==> src/rtl/smram_window_ctrl.sv <==
module smram_window_ctrl #(
  parameter int          ADDR_W   = 32,
  parameter logic [7:0]  REG_OFF  = 8'h9D,
  parameter logic [63:0] WIN_BASE = 64'h000A_0000,
  parameter logic [63:0] WIN_SIZE = 64'h0002_0000,
  parameter logic [2:0]  SEG_VAL  = 3'b010
) (
  input  logic              clk,
  input  logic              rst_n,
  input  logic              cfg_we,
  input  logic [7:0]        cfg_addr,
  input  logic [7:0]        cfg_wdata,
  output logic [7:0]        cfg_rdata,
  input  logic              smm_active,
  input  logic [ADDR_W-1:0] mem_addr,
  output logic              route_dram
);

  localparam logic [63:0] WIN_END = WIN_BASE + WIN_SIZE;
  localparam int B_OPEN  = 6;
  localparam int B_CLOSE = 5;
  localparam int B_LOCK  = 4;
  localparam int B_EN    = 3;

  logic open_q, close_q, lock_q, en_q;
  logic hit, in_win, win_open;
  logic [63:0] addr_ext;

  assign hit      = (cfg_addr == REG_OFF);
  assign addr_ext = 64'(mem_addr);
  assign in_win   = (addr_ext >= WIN_BASE) && (addr_ext < WIN_END);

  always_ff @(posedge clk or negedge rst_n) begin
    if (!rst_n) begin
      open_q  <= 1'b0;
      close_q <= 1'b0;
      lock_q  <= 1'b0;
      en_q    <= 1'b0;
    end else if (cfg_we && hit) begin
      close_q <= cfg_wdata[B_CLOSE];
      if (!lock_q) begin
        lock_q <= cfg_wdata[B_LOCK];
        en_q   <= cfg_wdata[B_EN];
        open_q <= cfg_wdata[B_OPEN] & ~cfg_wdata[B_LOCK];
      end
    end
  end

  assign cfg_rdata  = hit ? {1'b0, open_q, close_q, lock_q, en_q, SEG_VAL} : 8'h00;
  assign win_open   = (open_q & ~close_q) | smm_active;
  assign route_dram = in_win & en_q & win_open;

  a_r9_lock_clears_open: assert property (@(posedge clk) disable iff (!rst_n)
    (cfg_we && hit && cfg_wdata[B_LOCK] && !lock_q) |=> (lock_q && !open_q));

  a_r10_locked_frozen: assert property (@(posedge clk) disable iff (!rst_n)
    lock_q |=> (lock_q && $stable(en_q) && !open_q));

  a_r7_disabled_to_pci: assert property (@(posedge clk) disable iff (!rst_n)
    !cfg_rdata[B_EN] && hit |-> !route_dram);

  a_r6_smm_opens: assert property (@(posedge clk) disable iff (!rst_n)
    (smm_active && in_win && en_q) |-> route_dram);

  a_r4_outside_pci: assert property (@(posedge clk) disable iff (!rst_n)
    !in_win |-> !route_dram);

endmodule

==> config.mk <==
export PLATFORM = sky130hd
export DESIGN_NAME = smram_window_ctrl
export DESIGN_NICKNAME = d
export VERILOG_FILES = /design/src/rtl/smram_window_ctrl.sv
export SDC_FILE = /design/constraint.sdc
export NUM_CORES = 1
export LEC_CHECK = 0
export ABC_AREA = 1
export BUFFER_PORTS_ARGS = -buffer_cell sky130_fd_sc_hd__buf_2
export CAP_MARGIN = 20
export CORE_AREA = 2 2 39 41
export DETAILED_ROUTE_END_ITERATION = 10
export DIE_AREA = 0 0 41 43
export HOLD_SLACK_MARGIN = 0.1
export PLACE_DENSITY = 0.8
export SKIP_LAST_GASP = 1
export SLEW_MARGIN = 20
export SYNTH_ARGS = -nofsm -noshare
export SYNTH_HDL_FRONTEND = slang
export SYNTH_SLANG_ARGS = --single-unit
==> constraint.sdc <==
create_clock -name clk -period 1.6 [get_ports clk]
set_input_delay 0.32 -clock clk [delete_from_list [all_inputs] [get_ports clk]]
set_output_delay 0.32 -clock clk [all_outputs]
set_load 0.01 [all_outputs]
==> run summary <==
Final net count - 154
Number of buffers added by the clock tree synthesis step - 3
Yosys warns - 0
Clk root buf - sky130_fd_sc_hd__clkbuf_4
Cell area power density - 516.6 nW/um^2
Critical path launch point type - register
Final-report setup violation count - 0
Minimum setup slack after placement - 186.4 ps
Synth Register Bits - 4
Chip height - 43 um
Highest clock rate - 698.9 MHz
Horiz. Die Dim - 41 um
TritonCTS Sinks - 4
Finished layout cell area - 573.1 sq um
Hold Crit Class - in -> reg
Clock slew seen by the registers of the worst setup and hold paths - 40 ps
Global-route wire length before repair - 1738 um
Number of top-level pins - 61
Length of the first detailed-routing pass in iterations - 4
DRC violations left - 0
Total vias in the final route - 475
TNS Setup - 0 ps
Required time at the endpoint of the critical path - 1280 ps
Clock tree from TritonCTS - built
Clock Tree Buf Depth - 2
Type of the setup path with the least slack - reg -> out
Hold slack final - 315.9 ps
Synthesized area - 362.8 sq um
Die footprint - 1763 sq um
Setup slack of the critical path after layout - 169.1 ps
Maximum number of pins on one net before global-route repair - 8
Worst ir drop on vdd - 0.0003166 V
Post-DP HPWL - 903.4 um
Endpoint class of the critical path - output port
Total Wirelength - 1061 um
Leakage power figure - 0.3520 nW
Starting density of the core - 0.2622
Critical path peak fanout - 2
Port Buffers - 36
Resized cells post-CTS - 0
Area share of the leading cell type in the synthesized netlist - 0.2759
Portion of the post-synthesis area used by sequential elements - 0.2759
Clock latency reported for the late side of the worst-skew pair - 240 ps
Number of violations of the max-capacitance limit - 0
Final hold vios - 0
Worst path arrival time - 1110 ps
Minimum clock period - 1431 ps
Number of violations reported at the end of detailed-routing iteration 0 - 7
Area overhead of the layout relative to synthesis - 57.93%
RD Place Congestion - 0.6800
Result of the run - finished, final reports clean
Number of cells traversed by the worst register-to-register path - 4
Total congestion overflow after global routing - 0
Post-route fraction of the period consumed by the critical path - 0.8943
Fraction of final layout cells with drive strength greater than 1 - 0.4300
Worst Skew - 4.937 ps
Via count of the first global-routing pass - 456
Placed instance area - 540.5 sq um
Library cell with the largest summed area after synthesis - sky130_fd_sc_hd__dfrtp_1
RSZ-0062 raised after global routing - false
Synthesized area per cell - 5.852 sq um
Diodes inserted - 0
Core outline area - 1384 sq um
Vias per inst - 4.095
Final slew viol count - 0
GRT Total Usage - 0.1433
Post-CTS setup-driven buffer insertion count - 0
Number of rows in the core area - 14
Final antenna-violating net count - 0
Cell count after synthesis - 62
Hold depth - 3
Cells taking the most area after synthesis - sky130_fd_sc_hd__dfrtp_1 28%, sky130_fd_sc_hd__nand2_1 14%, sky130_fd_sc_hd__nor2_1 14%, sky130_fd_sc_hd__inv_1 11%, sky130_fd_sc_hd__buf_4 8.3%
Final core occ - 0.4141
Number of antenna violations at the first check in global routing - 0
Total of hold buffers inserted after clock tree synthesis - 1
Number of filler instances in the final layout - 150
Register-to-register setup slack - 730 ps
H-tree level count - 1
Average wire length per cell after detail routing - 9.147 um
Distinct cells, synth - 14
-- cells in the final DEF, fill, tap and decap left out --
master / count
sky130_fd_sc_hd__clkbuf_4: 3
sky130_fd_sc_hd__nor2_2: 1
sky130_fd_sc_hd__nand3_1: 3
sky130_fd_sc_hd__conb_1: 3
sky130_fd_sc_hd__nand2_1: 14
sky130_fd_sc_hd__a21oi_1: 1
sky130_fd_sc_hd__nor2_1: 14
sky130_fd_sc_hd__buf_2: 36
sky130_fd_sc_hd__nand2_2: 1
sky130_fd_sc_hd__nand4_1: 4
sky130_fd_sc_hd__dfrtp_1: 4
sky130_fd_sc_hd__dlygate4sd3_1: 1
sky130_fd_sc_hd__nor2_4: 1
sky130_fd_sc_hd__inv_2: 1
sky130_fd_sc_hd__nor3_1: 2
sky130_fd_sc_hd__inv_1: 11
-- area by class of cell --
class / instances / area [sq um] / share of cell area
multi-input cells: 44 / 195.2 / 0.3406
repair buffers: 37 / 190.2 / 0.3319
flip-flops and latches: 4 / 100.1 / 0.1747
inverters: 12 / 45.04 / 0.07860
clock buffers: 3 / 22.52 / 0.03930
well taps: 16 / 20.02 / 0.03493
-- through the flow --
| step | instances | total power, W |
|---|---|---|
| final | 116 | 0.0002961 |
| after global routing | 116 | 0.0003195 |
| after CTS | 116 | 0.0003022 |
| after detailed placement | 112 | 0.0001678 |
| after global placement | 112 | 0.0001646 |
| after floorplan | 64 | 0.0001300 |
-- flip-flops by register name, indices dropped and copies added, names as in the netlist --
register / flops
lock_q: 1
en_q: 1
open_q: 1
close_q: 1
-- cells by family after synthesis --
| group | share of synthesized area |
|---|---|
| and+or+nand+nor | 0.4931 |
| buffers and inverters | 0.2069 |
| DFF | 0.2759 |
| AOI/OAI and AO/OA | 0.01378 |
| other | 0.01033 |
-- Yosys cell counts --
| master | number |
|---|---|
| sky130_fd_sc_hd__nand3_1 | 3 |
| sky130_fd_sc_hd__nand2_2 | 1 |
| sky130_fd_sc_hd__conb_1 | 1 |
| sky130_fd_sc_hd__inv_2 | 1 |
| sky130_fd_sc_hd__nor2_1 | 14 |
| sky130_fd_sc_hd__dfrtp_1 | 4 |
| sky130_fd_sc_hd__nand4_1 | 4 |
| sky130_fd_sc_hd__buf_4 | 4 |
| sky130_fd_sc_hd__nor2_2 | 1 |
| sky130_fd_sc_hd__nor3_1 | 2 |
| sky130_fd_sc_hd__a21oi_1 | 1 |
| sky130_fd_sc_hd__inv_1 | 11 |
| sky130_fd_sc_hd__nand2_1 | 14 |
| sky130_fd_sc_hd__nor2_4 | 1 |
-- worst max-delay path, cell delays in order, from the launching register on --
cell and delay (ps):
sky130_fd_sc_hd__dfrtp_1 330, sky130_fd_sc_hd__inv_1 60, sky130_fd_sc_hd__nor2_1 90, sky130_fd_sc_hd__nand4_1 90
sky130_fd_sc_hd__nor3_1 160, sky130_fd_sc_hd__buf_2 150
-- path summary, 6_finish.rpt --
kind                              start    endpoint
min reg2reg                     close_q     close_q
max in group asynchronous         rst_n        en_q
max                                en_q  route_dram
max reg2reg                      lock_q      open_q
min in group asynchronous         rst_n      open_q
min                        cfg_wdata[5]     close_q
-- report_power, final --
part / internal, W / switching [W] / total (W)
sequential: 0.000103 / 0.000000591 / 0.000103
combinational: 0.0000346 / 0.0000300 / 0.0000646
clock: 0.0000841 / 0.0000439 / 0.000128
total: 0.000222 / 0.0000745 / 0.000296
-- per-layer routing --
layer,share of wire,GRT usage
met5,0,0
met4,0,0.08000
met3,0.053,0.03141
met2,0.54,0.2250
met1,0.41,0.1699
(Power assumes the default switching activity.)
